===== src/rtl/sram_ctrl_pkg.sv =====
// Shared types and elaboration-time helpers for the SRAM controller.
package sram_ctrl_pkg;

    localparam int LANE_W  = 8;
    localparam int N_LANES = 2;
    localparam int DATA_W  = LANE_W * N_LANES;

    typedef enum logic [2:0] {
        ST_IDLE, ST_WSETUP, ST_WPULSE, ST_WHOLD, ST_READ, ST_TURN
    } seq_state_t;

    // Convert a nanosecond minimum to clock cycles, rounding up, never below one.
    function automatic int ns_cycles(input int ns, input int clk_ns);
        int c;
        c = (ns + clk_ns - 1) / clk_ns;
        if (c < 1) c = 1;
        return c;
    endfunction

    function automatic int max2(input int a, input int b);
        return (a > b) ? a : b;
    endfunction

endpackage


===== src/rtl/sram_pwr_holdoff.sv =====
// Power-up hold-off: counts HOLD_CYC clocks after reset release, then raises pwr_ok.
// Assumes reset is applied while the supply ramps and released once it is stable.
module sram_pwr_holdoff #(
    parameter int HOLD_CYC = 10000
) (
    input  logic clk,
    input  logic rst_n,
    output logic pwr_ok
);
    localparam int CW = $clog2(HOLD_CYC + 1);

    logic [CW-1:0] cnt;

    // Saturating count of clocks since reset release.
    always_ff @(posedge clk) begin
        if (!rst_n)                      cnt <= '0;
        else if (cnt != CW'(HOLD_CYC))   cnt <= cnt + 1'b1;
    end

    assign pwr_ok = (cnt == CW'(HOLD_CYC));
endmodule


===== src/rtl/sram_req_regs.sv =====
// Request registers and read capture. Holds address, write data and lane mask
// from acceptance until the next acceptance, and captures read data lane by lane.
module sram_req_regs
    import sram_ctrl_pkg::*;
#(
    parameter int ADDR_W = 16
) (
    input  logic              clk,
    input  logic              rst_n,
    input  logic              accept,
    input  logic [ADDR_W-1:0] req_addr,
    input  logic [DATA_W-1:0] req_wdata,
    input  logic [N_LANES-1:0] req_be,
    input  logic              capture,
    input  logic [DATA_W-1:0] mem_dq_in,
    output logic [ADDR_W-1:0] mem_addr,
    output logic [DATA_W-1:0] mem_dq_out,
    output logic [N_LANES-1:0] lane_sel,
    output logic [DATA_W-1:0] rd_data,
    output logic              rd_valid
);
    logic [N_LANES-1:0] be_q;

    // Latch the request fields at acceptance only.
    always_ff @(posedge clk) begin
        if (!rst_n) begin
            mem_addr   <= '0;
            mem_dq_out <= '0;
            be_q       <= '0;
        end else if (accept) begin
            mem_addr   <= req_addr;
            mem_dq_out <= req_wdata;
            be_q       <= req_be;
        end
    end

    // Lane mask that will be in force after this edge.
    assign lane_sel = accept ? req_be : be_q;

    // One-clock strobe accompanying captured data.
    always_ff @(posedge clk) begin
        if (!rst_n) rd_valid <= 1'b0;
        else        rd_valid <= capture;
    end

    for (genvar l = 0; l < N_LANES; l++) begin : g_lane
        // Capture an enabled lane from the bus, zero a disabled one.
        always_ff @(posedge clk) begin
            if (!rst_n)
                rd_data[l*LANE_W +: LANE_W] <= '0;
            else if (capture)
                rd_data[l*LANE_W +: LANE_W] <= be_q[l] ? mem_dq_in[l*LANE_W +: LANE_W] : '0;
        end
    end
endmodule


===== src/rtl/sram_seq_fsm.sv =====
// Cycle sequencer: walks each access through setup, strobe, hold and bus-release
// states using a down counter, and registers every memory strobe so none glitches.
// Assumes all counts are at least one.
module sram_seq_fsm
    import sram_ctrl_pkg::*;
#(
    parameter int NWP   = 2,
    parameter int NWH   = 1,
    parameter int NRD   = 3,
    parameter int NTURN = 1
) (
    input  logic               clk,
    input  logic               rst_n,
    input  logic               pwr_ok,
    input  logic               req,
    input  logic               req_we,
    input  logic [N_LANES-1:0] req_be,
    input  logic [N_LANES-1:0] lane_sel,
    output logic               rdy,
    output logic               accept,
    output logic               capture,
    output logic               mem_ce_n,
    output logic               mem_we_n,
    output logic               mem_oe_n,
    output logic               mem_ub_n,
    output logic               mem_lb_n,
    output logic               mem_dq_oe
);
    localparam int MAXC = max2(max2(NWP, NWH), max2(NRD, NTURN));
    localparam int CW   = $clog2(MAXC + 1);

    seq_state_t    state, state_d;
    logic [CW-1:0] cnt, cnt_d;
    logic          active_d, drive_d;

    assign rdy     = pwr_ok && (state == ST_IDLE);
    assign accept  = req && rdy && (|req_be);
    assign capture = (state == ST_READ) && (cnt == '0);

    // Next-state and counter reload decode.
    always_comb begin
        state_d = state;
        cnt_d   = cnt;
        unique case (state)
            ST_IDLE: if (accept) begin
                if (req_we) state_d = ST_WSETUP;
                else begin
                    state_d = ST_READ;
                    cnt_d   = CW'(NRD - 1);
                end
            end
            ST_WSETUP: begin
                state_d = ST_WPULSE;
                cnt_d   = CW'(NWP - 1);
            end
            ST_WPULSE: if (cnt == '0) begin
                state_d = ST_WHOLD;
                cnt_d   = CW'(NWH - 1);
            end else cnt_d = cnt - 1'b1;
            ST_WHOLD: if (cnt == '0) state_d = ST_IDLE;
                      else           cnt_d   = cnt - 1'b1;
            ST_READ: if (cnt == '0) begin
                state_d = ST_TURN;
                cnt_d   = CW'(NTURN - 1);
            end else cnt_d = cnt - 1'b1;
            ST_TURN: if (cnt == '0) state_d = ST_IDLE;
                     else           cnt_d   = cnt - 1'b1;
            default: state_d = ST_IDLE;
        endcase
    end

    assign active_d = (state_d == ST_WSETUP) || (state_d == ST_WPULSE) ||
                      (state_d == ST_WHOLD)  || (state_d == ST_READ);
    assign drive_d  = (state_d == ST_WSETUP) || (state_d == ST_WPULSE) ||
                      (state_d == ST_WHOLD);

    // State and counter registers.
    always_ff @(posedge clk) begin
        if (!rst_n) begin
            state <= ST_IDLE;
            cnt   <= '0;
        end else begin
            state <= state_d;
            cnt   <= cnt_d;
        end
    end

    // Registered strobes, decoded from the state about to be entered.
    always_ff @(posedge clk) begin
        if (!rst_n) begin
            mem_ce_n  <= 1'b1;
            mem_we_n  <= 1'b1;
            mem_oe_n  <= 1'b1;
            mem_ub_n  <= 1'b1;
            mem_lb_n  <= 1'b1;
            mem_dq_oe <= 1'b0;
        end else begin
            mem_ce_n  <= !active_d;
            mem_we_n  <= !(state_d == ST_WPULSE);
            mem_oe_n  <= !(state_d == ST_READ);
            mem_ub_n  <= !(active_d && lane_sel[1]);
            mem_lb_n  <= !(active_d && lane_sel[0]);
            mem_dq_oe <= drive_d;
        end
    end
endmodule


===== src/rtl/sram_async_ctrl.sv =====
// Top level: host request port to asynchronous SRAM cycles. All intervals are
// clock counts derived from CLK_NS and the nanosecond minimums below.
module sram_async_ctrl
    import sram_ctrl_pkg::*;
#(
    parameter int CLK_NS      = 20,
    parameter int ADDR_W      = 16,
    parameter int T_WP_NS     = 35,
    parameter int T_SD_NS     = 25,
    parameter int T_WC_NS     = 45,
    parameter int T_AA_NS     = 45,
    parameter int T_OE_NS     = 22,
    parameter int T_RC_NS     = 45,
    parameter int T_BUSREL_NS = 18,
    parameter int T_PWR_NS    = 200000
) (
    input  logic              clk,
    input  logic              rst_n,
    input  logic              req,
    input  logic              req_we,
    input  logic [ADDR_W-1:0] req_addr,
    input  logic [15:0]       req_wdata,
    input  logic [1:0]        req_be,
    output logic              rdy,
    output logic [15:0]       rd_data,
    output logic              rd_valid,
    output logic [ADDR_W-1:0] mem_addr,
    output logic              mem_ce_n,
    output logic              mem_we_n,
    output logic              mem_oe_n,
    output logic              mem_ub_n,
    output logic              mem_lb_n,
    input  logic [15:0]       mem_dq_in,
    output logic [15:0]       mem_dq_out,
    output logic              mem_dq_oe
);
    localparam int NWP   = max2(ns_cycles(T_WP_NS, CLK_NS), ns_cycles(T_SD_NS, CLK_NS));
    localparam int NWC   = ns_cycles(T_WC_NS, CLK_NS);
    localparam int NWH   = max2(1, NWC - NWP - 1);
    localparam int NRD   = max2(ns_cycles(T_AA_NS, CLK_NS),
                                max2(ns_cycles(T_OE_NS, CLK_NS), ns_cycles(T_RC_NS, CLK_NS)));
    localparam int NTURN = ns_cycles(T_BUSREL_NS, CLK_NS);
    localparam int NPWR  = ns_cycles(T_PWR_NS, CLK_NS);

    logic              pwr_ok, accept, capture;
    logic [N_LANES-1:0] lane_sel;

    sram_pwr_holdoff #(.HOLD_CYC(NPWR)) u_pwr (
        .clk(clk), .rst_n(rst_n), .pwr_ok(pwr_ok)
    );

    sram_seq_fsm #(.NWP(NWP), .NWH(NWH), .NRD(NRD), .NTURN(NTURN)) u_seq (
        .clk(clk), .rst_n(rst_n), .pwr_ok(pwr_ok), .req(req), .req_we(req_we),
        .req_be(req_be), .lane_sel(lane_sel), .rdy(rdy), .accept(accept),
        .capture(capture), .mem_ce_n(mem_ce_n), .mem_we_n(mem_we_n),
        .mem_oe_n(mem_oe_n), .mem_ub_n(mem_ub_n), .mem_lb_n(mem_lb_n),
        .mem_dq_oe(mem_dq_oe)
    );

    sram_req_regs #(.ADDR_W(ADDR_W)) u_regs (
        .clk(clk), .rst_n(rst_n), .accept(accept), .req_addr(req_addr),
        .req_wdata(req_wdata), .req_be(req_be), .capture(capture),
        .mem_dq_in(mem_dq_in), .mem_addr(mem_addr), .mem_dq_out(mem_dq_out),
        .lane_sel(lane_sel), .rd_data(rd_data), .rd_valid(rd_valid)
    );
endmodule


===== config.mk =====
export PLATFORM = sky130hd
export DESIGN_NAME = sram_async_ctrl
export DESIGN_NICKNAME = d
export VERILOG_FILES = /design/src/rtl/sram_ctrl_pkg.sv /design/src/rtl/sram_pwr_holdoff.sv /design/src/rtl/sram_req_regs.sv /design/src/rtl/sram_seq_fsm.sv /design/src/rtl/sram_async_ctrl.sv
export SDC_FILE = /design/constraint.sdc
export NUM_CORES = 1
export LEC_CHECK = 0
export BUFFER_PORTS_ARGS = -buffer_cell sky130_fd_sc_hd__buf_2
export CAP_MARGIN = 15
export CORE_MARGIN = 8
export CORE_UTILIZATION = 40
export DETAILED_ROUTE_END_ITERATION = 6
export PLACE_DENSITY = 0.73
export SKIP_CTS_REPAIR_TIMING = 1
export SLEW_MARGIN = 20
export SYNTH_ARGS = -nofsm -noshare
export SYNTH_HDL_FRONTEND = slang
export SYNTH_SLANG_ARGS = --single-unit

===== constraint.sdc =====
create_clock -name clk -period 2.1 [get_ports clk]
set_clock_uncertainty 0.05 [all_clocks]
set_input_delay 0.42 -clock clk [delete_from_list [all_inputs] [get_ports clk]]
set_output_delay 0.42 -clock clk [all_outputs]
set_load 0.01 [all_outputs]

# Yosys cells after proc, flatten, opt, wreduce, memory -nomap -nowiden
# Index checks and enable logic that the tools add are counted.
# Widths: inputs -> output; s select.
# op_classes
n_addsub	2
n_eq_ne	14
n_mux	14
n_reduce_logical	21
# ops
operator	count
$mux 8	2
$mux 3	5
$pmux 3 s5	1
$add 14x1->14 const B	1
$eq 14x14->1 const B	1
$ne 14x14->1 const B	1
$eq 3x2->1 const B	4
$mux 2	5
$eq 3x3->1 const B	3
$pmux 2 s4	1
$eq 3x1->1 const B	2
$logic_and 1x1->1	6
$reduce_or 2->1	3
$logic_not 1->1	5
$ne 2x2->1 const B	2
$reduce_and 4->1	1
$reduce_bool 4->1	1
$logic_not 3->1	1
$logic_or 1x1->1	3
$logic_not 2->1	1
$ne 2x1->1 const B	1
$sub 2x1->2 const B	1
# word_totals
register_bits	76
inputBits	54
wordCells	66

# Longest topological paths before layout
# Gate-level depths: netlist (run 1).
# depth
ltp_word	12
mapped_depth	9
mapped_depth_nobuf	6

# By module
# A second synthesis (run 1) with hierarchy kept.
# unflattened
hier_cells	329
area_unflattened_um2	3284.4
# modules_own_cells
mod	n_inst	cells_each	area_per_inst_um2	seq_area_each_um2
sram_req_regs	1	184	1989.4	1021.0
sram_pwr_holdoff	1	79	686.9	280.3
sram_seq_fsm	1	66	608.1	220.2

# Worst setup path after synthesis (run 1)
# No wires, ideal clock.
# synth_timing
path_type	register -> register
from	register u_pwr.cnt[3]
to	register u_seq.mem_oe_n
arrival_ns	1.578
required_time_ns	1.928
path_slack_ns	0.350
stages_incl_launch_ff	5
n_path_buf	0
path_cell_list	dfxtp_1 nor4b_4 nand4_4 or3_1 a221o_1
# synth_via
elab_chain_cells	8
# synth_rtl
element	line	text
start: declaration	sram_pwr_holdoff.sv:12	logic [CW-1:0] cnt;
start signal: assignment	sram_pwr_holdoff.sv:17	else if (cnt != CW'(HOLD_CYC)) cnt <= cnt + 1'b1;
$eq 14x14->1	sram_pwr_holdoff.sv:20	assign pwr_ok = (cnt == CW'(HOLD_CYC));
$logic_and 1x1->1	sram_seq_fsm.sv:36	assign rdy = pwr_ok && (state == ST_IDLE);
$logic_and 1x1->1 (2 in a row)	sram_seq_fsm.sv:37	assign accept = req && rdy && (|req_be);
$mux 3	sram_seq_fsm.sv:45	ST_IDLE: if (accept) begin
$pmux 3 s5	sram_seq_fsm.sv:44	unique case (state)
$eq 3x3->1	sram_seq_fsm.sv:100	mem_oe_n <= !(state_d == ST_READ);
$logic_not 1->1	sram_seq_fsm.sv:100	
end signal: assignment	sram_seq_fsm.sv:100	
end: declaration	sram_seq_fsm.sv:24	output logic mem_oe_n,
# Every way passes these cells.
# A chain may end at the register's enable or synchronous reset.

# Worst setup path in the final report (run 1)
# layout_timing
from	register u_pwr.cnt[0]
to	output port rdy
# layout_via
elab_chain_cells	2
# layout_rtl
element	line	text
$eq 14x14->1	sram_pwr_holdoff.sv:20	
$logic_and 1x1->1	sram_seq_fsm.sv:36	
end: declaration	sram_async_ctrl.sv:24	output logic rdy,
# Every way passes these cells.

==> summary.txt, run 1 <==
DR iter-0 viols: 177
Total of endpoints with negative setup slack in the final report: 0
Number of top-level pins: 110
Drt drc: 0
Setup repair after global routing missed its margin: no
Initial standard-cell utilization of the core: 40.84%
Top-count cell post-synth: dfxtp_1
Placed wire-length estimate: 5996 µm
Startpoint of the lowest-slack register-to-register path: u_pwr.cnt[0]$_SDFFE_PN0P_
Number of nets in the synthesized netlist: 408
Die width: 104.4 µm
Diodes inserted: 0
Core area: 7647 µm²
Average size of a mapped cell: 8.948 µm²
Reg-to-reg setup timing slack: 0.29 ns
Quantity of I/O buffers inserted on ports: 109
Wire length of the first global-routing pass: 14020 µm
Global-route usage over all layers: 15.27%
Area delta synth->final: 28.77%
Worst endpoint required time: 1.63 ns
Highest clock rate: 494.3 MHz
Predominant post-synthesis flop cell: dfxtp_1
TritonCTS clock tree: built
PwrDens: 696.7 nW/µm²
Wirelength, routed: 8354 µm
Overall overflow remaining after global route: 0
Mux cell area share after synthesis: 0.3205%
EDFF count, synth: 0
Layout net count: 517
Post-synth top area cell: dfxtp_1
Proportion of netlist area held by the largest area contributor: 48.72%
Sequential share of the synthesized area: 48.72%
Area taken by multi-input logic gates: 1455 µm²
Internal Power: 2.176 mW
Combinational share of power: 5.1%
Static leakage: 1.659 nW
Synthesized instance count: 349
Min-delay src: mem_dq_in[0]
Arrival @ worst endpoint: 1.55 ns
Post-synthesis cell area: 3123 µm²
Antenna violations before repair: 0
Nature of the critical path endpoint: output port
Power dissipated by switching net loads: 0.6261 mW
Number of filler instances in the final layout: 708
Weighted congestion at the end of routability-driven global placement: 0.7972
Post-detailed-placement cell area: 3776 µm²
Pin count of the biggest net entering global routing: 36
Proportion of register bits with asynchronous set or reset after synthesis: 0%
Clock tree root driver cell: clkbuf_8
CP Class: reg2out
Clock-pin slew reported for the worst setup and hold paths after clock tree synthesis: 0.08 ns
Most frequent cells after synthesis: dfxtp_1, a21oi_1, nand3_1
Reg-to-reg endpoint: u_seq.cnt[1]$_SDFFE_PN0P_
Netlist cell types: 43
Share of total power in the clock network: 43.1%
Hold Fails Final Rpt: 0
Post-route cell area: 4021 µm²
Sequential fraction of design power: 51.8%
Max FO, Critical Path: 5
Worst Hold Margin: 0.2285 ns
Count of vias placed by the detailed router: 2928
Worst-case clock buffer depth: 2
Crit path launch type: flip-flop
Worst ir drop on vdd: 408.7 µV
Cell types with the largest area share after synthesis: dfxtp_1, a21oi_1, nand3_1
Die Footprint: 10890 µm²
Clock tree sinks: 76
Relative max-transition margin: 63.97%
Total of max-cap violations: 0
Wire length per cell: 14.79 µm
Simple-gate portion of the synthesized area: 19.31%
Outcome: completed
Number of buffers created by CTS: 9
Number of cells on the worst reg-to-reg path: 8
Number of max-slew violations in the final report: 0
Proportion of total power due to net switching: 22.35%
Cell depth of the worst min-delay path: 2
Hold-critical path endpoint: u_regs.rd_data[0]$_SDFFE_PN0P_
Number of H-tree levels: 3
Warnings from Yosys: 0
Clock latency reported for the late side of the worst-skew pair: 0.34 ns
Tightest Pin Transition: 0.5330 ns
Adder-cell share of the synthesized area: 2.324%
Via-to-Cell Ratio: 5.182
Sequential cell area: 1529 µm²
Fraction of final layout cells sized beyond drive strength 1: 31.97%
Post-detailed-route count of antenna-violating nets: 0
Drt first pass iters: 4
Register bit total from synthesis: 76
Main combinational cell family by area after synthesis: compound AO/OA/AOI/OAI gates
DIE HEIGHT: 104.4 µm
Post-Synth XOR/XNOR Area: 3.085%
Final critical-path required period: 2.023 ns
Share of the clock period used by the worst path after layout: 96.34%
Compound-gate portion of the synthesized area: 21.27%
HP Class: in2reg
Placement row count: 32
Via count of the first global-routing pass: 2852
-- through the flow --
| step | setup TNS [ns] | std cells | power, mW | util (%) | setup slack [ns] |
|---|---|---|---|---|---|
| global placement | 0 | 547 | 1.619 | 49.38 | 0.3046 |
| detailed placement | 0 | 547 | 1.620 | 49.38 | 0.3082 |
| CTS | -0.06234 | 563 | 2.819 | 52.18 | -0.06234 |
| floorplan | 0 | 349 | 1.547 | - | 0.3501 |
| global route | 0 | 565 | 2.923 | 52.59 | 0.01047 |
| finish | 0 | 565 | 2.802 | 52.59 | 0.07679 |
-- per-layer routing --
layer	global-route usage (%)	wire length [µm]	part of all wire [%]	vias up
met5	0	0	0	-
met4	4.654	87	1.0	0
met3	6.134	663	7.9	9
met2	23.54	3796	45	100
met1	18.98	3807	46	1347
li1	-	-	-	1472
-- critical path, cell delays in order (launching register included) --
cell     delay, ns
dfxtp_4       0.37
inv_2         0.04
ha_2          0.16
and2b_2       0.19
and4b_1       0.16
and4_1        0.15
buf_2         0.14
-- how the worst max path moves through the flow --
| stage | slack (ns) | startpoint | depth (start not counted) | end |
|---|---|---|---|---|
| 2_1_floorplan | 0.35 | u_pwr.cnt[3]$_SDFFE_PN0P_ | 4 | u_seq.mem_oe_n$_SDFF_PN1_ |
| 3_3_place_gp | 0.30 | u_pwr.cnt[3]$_SDFFE_PN0P_ | 4 | u_seq.mem_ub_n$_SDFF_PN1_ |
| 3_5_place_dp | 0.31 | u_pwr.cnt[0]$_SDFFE_PN0P_ | 6 | rdy |
| 4_1_cts | -0.06 | u_pwr.cnt[0]$_SDFFE_PN0P_ | 6 | rdy |
| 5_1_grt | 0.01 | u_pwr.cnt[0]$_SDFFE_PN0P_ | 6 | rdy |
| 6_report | 0.08 | u_pwr.cnt[0]$_SDFFE_PN0P_ | 6 | rdy |
-- flip-flops by register name, indices dropped and copies added (netlist names) --
register,cells
u_regs.mem_addr,16
u_regs.mem_dq_out,16
u_regs.rd_data,16
u_pwr.cnt,14
u_seq.state,3
u_regs.be_q,2
u_seq.cnt,2
u_regs.rd_valid,1
u_seq.mem_ce_n,1
u_seq.mem_dq_oe,1
u_seq.mem_lb_n,1
u_seq.mem_oe_n,1
u_seq.mem_ub_n,1
u_seq.mem_we_n,1
-- cells in the final DEF (no fill, tap or decap), drive strengths merged, types with 4 or more instances in the layout --
cell / n
or3: 5
buf: 124
xnor2: 9
inv: 10
dfxtp: 76
nand3: 40
nand2: 15
clkbuf: 10
nand4: 4
nor4: 5
ha: 5
nor2: 18
a21oi: 43
a22o: 16
o21ai: 36
-- power by group through the flow --
| stage | registers [mW] | clock network (mW) | logic [mW] |
|---|---|---|---|
| floorplan | 1.48 | 0 | 0.0636 |
| global placement | 1.48 | 0 | 0.134 |
| detailed placement | 1.48 | 0 | 0.136 |
| CTS | 1.45 | 1.23 | 0.136 |
| global route | 1.45 | 1.31 | 0.159 |
| finish | 1.45 | 1.21 | 0.144 |
-- final cells by class --
| class | instances | area share [%] |
|---|---|---|
| sequential | 76 | 38.02 |
| multi-input combinational | 237 | 36.19 |
| clock buffer | 10 | 3.174 |
| clock inverter | 6 | 2.147 |
| inverter | 10 | 0.9334 |
| tap | 102 | 3.174 |
| timing repair buffer | 124 | 16.37 |
-- cell families after synthesis --
logic type	Yosys count
buf+inv	36
flops	76
xor+xnor	11
fa+ha+maj	6
compound gates	111
simple gates	108
mux	1
(Power assumes the default switching activity.)
==> run 2, diff against run 1 <==
--- a/config.mk
+++ b/config.mk
@@ -8,9 +8,9 @@
 export BUFFER_PORTS_ARGS = -buffer_cell sky130_fd_sc_hd__buf_2
 export CAP_MARGIN = 15
 export CORE_MARGIN = 8
-export CORE_UTILIZATION = 40
+export CORE_UTILIZATION = 45
 export DETAILED_ROUTE_END_ITERATION = 6
-export PLACE_DENSITY = 0.73
+export PLACE_DENSITY = 0.8
 export SKIP_CTS_REPAIR_TIMING = 1
 export SLEW_MARGIN = 20
 export SYNTH_ARGS = -nofsm -noshare
==> summary.txt, run 2 (synthesis results as in run 1) <==
Post-route cell area: 4045 µm² (was 4021 µm²)
Highest clock rate: 482.1 MHz (was 494.3 MHz)
Outcome: completed (unchanged)
Clock tree root driver cell: clkbuf_8 (unchanged)
Startpoint of the lowest-slack register-to-register path: u_pwr.cnt[3]$_SDFFE_PN0P_ (was u_pwr.cnt[0]$_SDFFE_PN0P_)
Post-detailed-placement cell area: 3740 µm² (was 3776 µm²)
Core area: 6756 µm² (was 7647 µm²)
Total of max-cap violations: 0 (unchanged)
Antenna violations before repair: 0 (unchanged)
Worst ir drop on vdd: 418.8 µV (was 408.7 µV)
DR iter-0 viols: 122 (was 177)
Count of vias placed by the detailed router: 2977 (was 2928)
Relative max-transition margin: 48.85% (was 63.97%)
Tightest Pin Transition: 0.7648 ns (was 0.5330 ns)
Number of max-slew violations in the final report: 0 (unchanged)
Design Power: 3.083 mW (was 2.802 mW)
Via count of the first global-routing pass: 3021 (was 2852)
Area delta synth->final: 29.53% (was 28.77%)
Drt first pass iters: 4 (unchanged)
Post-detailed-route count of antenna-violating nets: 0 (unchanged)
Weighted congestion at the end of routability-driven global placement: 0.8139 (was 0.7972)
Critical path's slowest cell: dfxtp_2 (was dfxtp_4)
Max FO, Critical Path: 3 (was 5)
PwrDens: 762.1 nW/µm² (was 696.7 nW/µm²)
Quantity of I/O buffers inserted on ports: 109 (unchanged)
Worst endpoint required time: 1.63 ns (about the same)
Placement row count: 30 (was 32)
Die Footprint: 9861 µm² (was 10890 µm²)
Share of the clock period used by the worst path after layout: 98.78% (was 96.34%)
Clock latency reported for the late side of the worst-skew pair: 0.34 ns (about the same)
TritonCTS clock tree: built (unchanged)
Fin worst setup slack: 0.02564 ns (was 0.07679 ns)
Met2 WL post-DR: 4014 µm (was 3796 µm)
Crit path launch type: flip-flop (unchanged)
Worst setup timing slack at the placement stage: 0.1872 ns (was 0.3082 ns)
Final critical-path required period: 2.074 ns (was 2.023 ns)
Clock tree sinks: 76 (unchanged)
Number of buffers created by CTS: 9 (unchanged)
Wire length per cell: 15.77 µm (was 14.79 µm)
Initial standard-cell utilization of the core: 46.22% (was 40.84%)
Wirelength, routed: 8532 µm (was 8354 µm)
Diodes inserted: 0 (unchanged)
Clock-pin slew reported for the worst setup and hold paths after clock tree synthesis: 0.07 ns (was 0.08 ns)
Worst-case clock buffer depth: 2 (unchanged)
Arrival @ worst endpoint: 1.60 ns (was 1.55 ns)
Setup TNS after final layout: 0 ns (unchanged)
Overall overflow remaining after global route: 0 (unchanged)
Number of H-tree levels: 3 (unchanged)
Most common library cell in the layout ignoring fill and taps: buf_2 (unchanged)
Number of top-level pins: 110 (unchanged)
Top library cells by usage in the layout, fill and taps aside: buf_2, dfxtp_1, a21oi_1 (unchanged)
Global-route usage over all layers: 16.92% (was 15.27%)
Crit path largest cell delay: 0.33 ns (was 0.37 ns)
Met3 Routed Length: 810 µm (was 663 µm)
Wire length of the first global-routing pass: 13810 µm (was 14020 µm)
Leading registers by flop count: u_regs.mem_addr: 16 flops, u_regs.mem_dq_out: 16 flops, u_regs.rd_data: 16 flops (unchanged)
Total of endpoints with negative setup slack in the final report: 0 (unchanged)
Fraction of final layout cells sized beyond drive strength 1: 31.67% (was 31.97%)
Placed wire-length estimate: 5997 µm (was 5996 µm)
Critical path startpoint: u_pwr.cnt[0]$_SDFFE_PN0P_ (unchanged)
Hold Fails Final Rpt: 0 (unchanged)
CP Class: reg2out (unchanged)
Die width: 99.31 µm (was 104.4 µm)
Wl on met1: 3649 µm (was 3807 µm)
Drt drc: 0 (unchanged)
Chain of cells forming the critical path: inv_1 > ha_1 > and2b_2 > and4b_1 > and4_1 > buf_2 (was inv_2 > ha_2 > and2b_2 > and4b_1 > and4_1 > buf_2)
HP Class: in2reg (unchanged)
Nature of the critical path endpoint: output port (unchanged)
DIE HEIGHT: 99.31 µm (was 104.4 µm)
Via-to-Cell Ratio: 5.503 (was 5.182)
Min-delay src: mem_dq_in[7] (was mem_dq_in[0])
Pin count of the biggest net entering global routing: 52 (was 36)
Highest routed metal layer: met4 (unchanged)
Layout net count: 516 (was 517)
Static leakage: 1.686 nW (was 1.659 nW)
-- run 2: stage by stage --
step,util (%),hold WS (ns),instances
5_1_grt,59.87,0.2223,541
2_1_floorplan,-,0.4023,349
4_1_cts,59.37,0.2197,538
3_5_place_dp,55.35,0.4085,523
6_report,59.87,0.2397,541
3_3_place_gp,55.26,0.4043,523
-- run 2: final timing paths --
check,end,slack (ns),cells past startpoint
worst min-delay path,u_regs.rd_data[7]$_SDFFE_PN0P_,0.24,2
worst max-delay path,rdy,0.03,6
worst min register to register,u_regs.mem_addr[4]$_SDFFE_PN0N_,0.42,2
worst max register to register,u_regs.mem_addr[5]$_SDFFE_PN0N_,0.19,5
-- run 2: report_power, final --
part / internal (mW) / leakage, nW / switching [mW] / total, mW
logic: 0.0631 / 0.937 / 0.0856 / 0.149
clock network: 0.968 / 0.136 / 0.515 / 1.48
registers: 1.45 / 0.613 / 0.00549 / 1.45
total: 2.48 / 1.69 / 0.606 / 3.08
-- run 2: metal layers --
| metal | vias up | GRT usage (%) |
|---|---|---|
| li1 | 1472 | - |
| met1 | 1389 | 18.72 |
| met2 | 111 | 29.18 |
| met3 | 5 | 7.123 |
| met4 | 0 | 4.191 |
| met5 | - | 0 |
-- run 2: layout make-up --
type / instances / area (µm²)
Timing Repair Buffer: 123 / 650.6
Multi-Input combinational cell: 237 / 1459
Tap cell: 80 / 100.1
Sequential cell: 76 / 1526
Fill cell: 604 / 2711
Clock buffer: 11 / 151.4
Inverter: 10 / 37.54
Clock inverter: 4 / 120.1
-- run 2: worst max-delay path: cells and delay by family (launching register included) --
| kind | cells | cell delay [ns] |
|---|---|---|
| AND/OR/NAND/NOR | 3 | 0.54 |
| flip-flops | 1 | 0.33 |
| buffers and inverters | 2 | 0.20 |
| adder cells (fa/ha/maj) | 1 | 0.20 |
==> run 3, diff against run 2 <==
--- a/config.mk
+++ b/config.mk
@@ -10,9 +10,9 @@
 export CORE_MARGIN = 8
 export CORE_UTILIZATION = 45
 export DETAILED_ROUTE_END_ITERATION = 6
-export PLACE_DENSITY = 0.8
+export PLACE_DENSITY = 0.73
 export SKIP_CTS_REPAIR_TIMING = 1
-export SLEW_MARGIN = 20
+export SLEW_MARGIN = 0
 export SYNTH_ARGS = -nofsm -noshare
 export SYNTH_HDL_FRONTEND = slang
 export SYNTH_SLANG_ARGS = --single-unit
==> summary.txt, run 3 (synthesis results as in run 1) <==
Clock latency reported for the late side of the worst-skew pair: 0.35 ns (was 0.34 ns)
Top library cells by usage in the layout, fill and taps aside: buf_2, dfxtp_1, a21oi_1 (unchanged)
Nature of the critical path endpoint: output port (unchanged)
Critical path destination: rdy (unchanged)
CP Class: reg2out (unchanged)
Critical path startpoint: u_pwr.cnt[0]$_SDFFE_PN0P_ (unchanged)
Clock-pin slew reported for the worst setup and hold paths after clock tree synthesis: 0.08 ns (was 0.07 ns)
HP Class: in2reg (unchanged)
Die Footprint: 9861 µm² (unchanged)
Worst ir drop on vdd: 418.5 µV (was 418.8 µV)
Weighted congestion at the end of routability-driven global placement: 0.8151 (was 0.8139)
Pin count of the biggest net entering global routing: 35 (was 52)
Leading registers by flop count: u_regs.mem_addr: 16 flops, u_regs.mem_dq_out: 16 flops, u_regs.rd_data: 16 flops (unchanged)
Area delta synth->final: 31.21% (was 29.53%)
Wire length per cell: 15.54 µm (was 15.77 µm)
Wirelength, routed: 8469 µm (was 8532 µm)
Share of the clock period used by the worst path after layout: 96.58% (was 98.78%)
Reg-to-reg setup timing slack: 0.24 ns (was 0.19 ns)
Via-to-Cell Ratio: 5.453 (was 5.503)
Core area: 6756 µm² (unchanged)
Number of max-slew violations in the final report: 0 (unchanged)
Relative max-transition margin: 64.27% (was 48.85%)
PwrDens: 773.9 nW/µm² (was 762.1 nW/µm²)
Antenna violations before repair: 0 (unchanged)
Post-route cell area: 4098 µm² (was 4045 µm²)
Drt drc: 0 (unchanged)
TritonCTS clock tree: built (unchanged)
Clock tree root driver cell: clkbuf_8 (unchanged)
Drt first pass iters: 4 (unchanged)
Overall overflow remaining after global route: 0 (unchanged)
Post-Route Utilization: 60.65% (was 59.87%)
Total of endpoints with negative setup slack in the final report: 0 (unchanged)
Worst-case clock buffer depth: 2 (unchanged)
Fraction of final layout cells sized beyond drive strength 1: 32.04% (was 31.67%)
Post-detailed-route count of antenna-violating nets: 0 (unchanged)
Tightest Pin Transition: 0.5340 ns (was 0.7648 ns)
Met2 layer usage reported by global route: 26.91% (was 29.18%)
Number of cells on the worst reg-to-reg path: 5 (unchanged)
Placed wire-length estimate: 5991 µm (was 5997 µm)
Worst endpoint required time: 1.63 ns (about the same)
Startpoint of the lowest-slack register-to-register path: u_pwr.cnt[3]$_SDFFE_PN0P_ (unchanged)
Count of vias placed by the detailed router: 2972 (was 2977)
Reg-to-reg endpoint: u_regs.mem_addr[8]$_SDFFE_PN0N_ (was u_regs.mem_addr[5]$_SDFFE_PN0N_)
Post-detailed-placement cell area: 3761 µm² (was 3740 µm²)
GRT busiest layer: met2 (unchanged)
Highest clock rate: 493.0 MHz (was 482.1 MHz)
Layout net count: 519 (was 516)
Number of filler instances in the final layout: 583 (was 604)
Clock tree sinks: 76 (unchanged)
Worst setup timing slack at the placement stage: 0.1971 ns (was 0.1872 ns)
Number of buffers created by CTS: 9 (unchanged)
Die width: 99.31 µm (unchanged)
Placement row count: 30 (unchanged)
Quantity of I/O buffers inserted on ports: 109 (unchanged)
Wire length of the first global-routing pass: 13830 µm (was 13810 µm)
Hold Fails Final Rpt: 0 (unchanged)
Diodes inserted: 0 (unchanged)
Arrival @ worst endpoint: 1.56 ns (was 1.60 ns)
Global-route usage over all layers: 17.24% (was 16.92%)
GR Layer Usage met1: 20.20% (was 18.72%)
DR iter-0 viols: 151 (was 122)
Number of top-level pins: 110 (unchanged)
Met3 Track Usage GR: 5.936% (was 7.123%)
Outcome: completed (unchanged)
Static leakage: 1.707 nW (was 1.686 nW)
DIE HEIGHT: 99.31 µm (unchanged)
Crit path launch type: flip-flop (unchanged)
Total of max-cap violations: 0 (unchanged)
Via count of the first global-routing pass: 2925 (was 3021)
Initial standard-cell utilization of the core: 46.22% (unchanged)
Number of H-tree levels: 3 (unchanged)
Most common library cell in the layout ignoring fill and taps: buf_2 (unchanged)
Max FO, Critical Path: 3 (unchanged)
Fin worst setup slack: 0.07179 ns (was 0.02564 ns)
Final critical-path required period: 2.028 ns (was 2.074 ns)
-- run 3: per-layer routing --
metal / up-vias / wire length (µm)
li1: 1478 / -
met1: 1365 / 3616
met2: 111 / 3961
met3: 18 / 644
met4: 0 / 246
met5: - / 0
-- run 3: through the flow --
| stage | hold WS [ns] | power, mW | instances | TNS, ns |
|---|---|---|---|---|
| after detailed placement | 0.4084 | 1.623 | 525 | 0 |
| after floorplan | 0.4023 | 1.547 | 349 | 0 |
| final | 0.2283 | 3.171 | 545 | 0 |
| after global routing | 0.2109 | 3.286 | 545 | -0.001101 |
| after global placement | 0.4046 | 1.622 | 525 | 0 |
| after CTS | 0.2173 | 3.179 | 541 | -0.1128 |
-- run 3: cell type report --
type / instances / area [µm²] / area share, %
clock buffers: 9 / 123.9 / 3.023
well taps: 80 / 100.1 / 2.443
multi-input cells: 237 / 1460 / 35.63
clock inverters: 7 / 162.7 / 3.969
flip-flops and latches: 76 / 1525 / 37.22
inverters: 10 / 40.04 / 0.9771
repair buffers: 126 / 685.7 / 16.73
-- run 3: where the power goes --
part | internal, mW | switching [mW]
registers | 1.44 | 0.00481
clock network | 1.03 | 0.537
logic | 0.0692 | 0.0888
-- run 3: worst min path at each step --
| stage | start | endpoint | slack, ns | cells after the start |
|---|---|---|---|---|
| 2_1_floorplan | u_pwr.cnt[13]$_SDFFE_PN0P_ | u_pwr.cnt[13]$_SDFFE_PN0P_ | 0.40 | 2 |
| 3_3_place_gp | u_regs.mem_dq_out[1]$_SDFFE_PN0N_ | u_regs.mem_dq_out[1]$_SDFFE_PN0N_ | 0.40 | 2 |
| 3_5_place_dp | u_regs.rd_data[5]$_SDFFE_PN0P_ | u_regs.rd_data[5]$_SDFFE_PN0P_ | 0.41 | 1 |
| 4_1_cts | mem_dq_in[1] | u_regs.rd_data[1]$_SDFFE_PN0P_ | 0.22 | 2 |
| 5_1_grt | mem_dq_in[9] | u_regs.rd_data[9]$_SDFFE_PN0P_ | 0.21 | 2 |
| 6_report | mem_dq_in[5] | u_regs.rd_data[5]$_SDFFE_PN0P_ | 0.23 | 2 |
-- run 3: worst max-delay path, cell delays in order (launching register included) --
cell and delay [ns]:
dfxtp_4 0.37, inv_4 0.04, ha_4 0.14, and2b_2 0.20
and4b_1 0.16, and4_1 0.15, buf_2 0.14
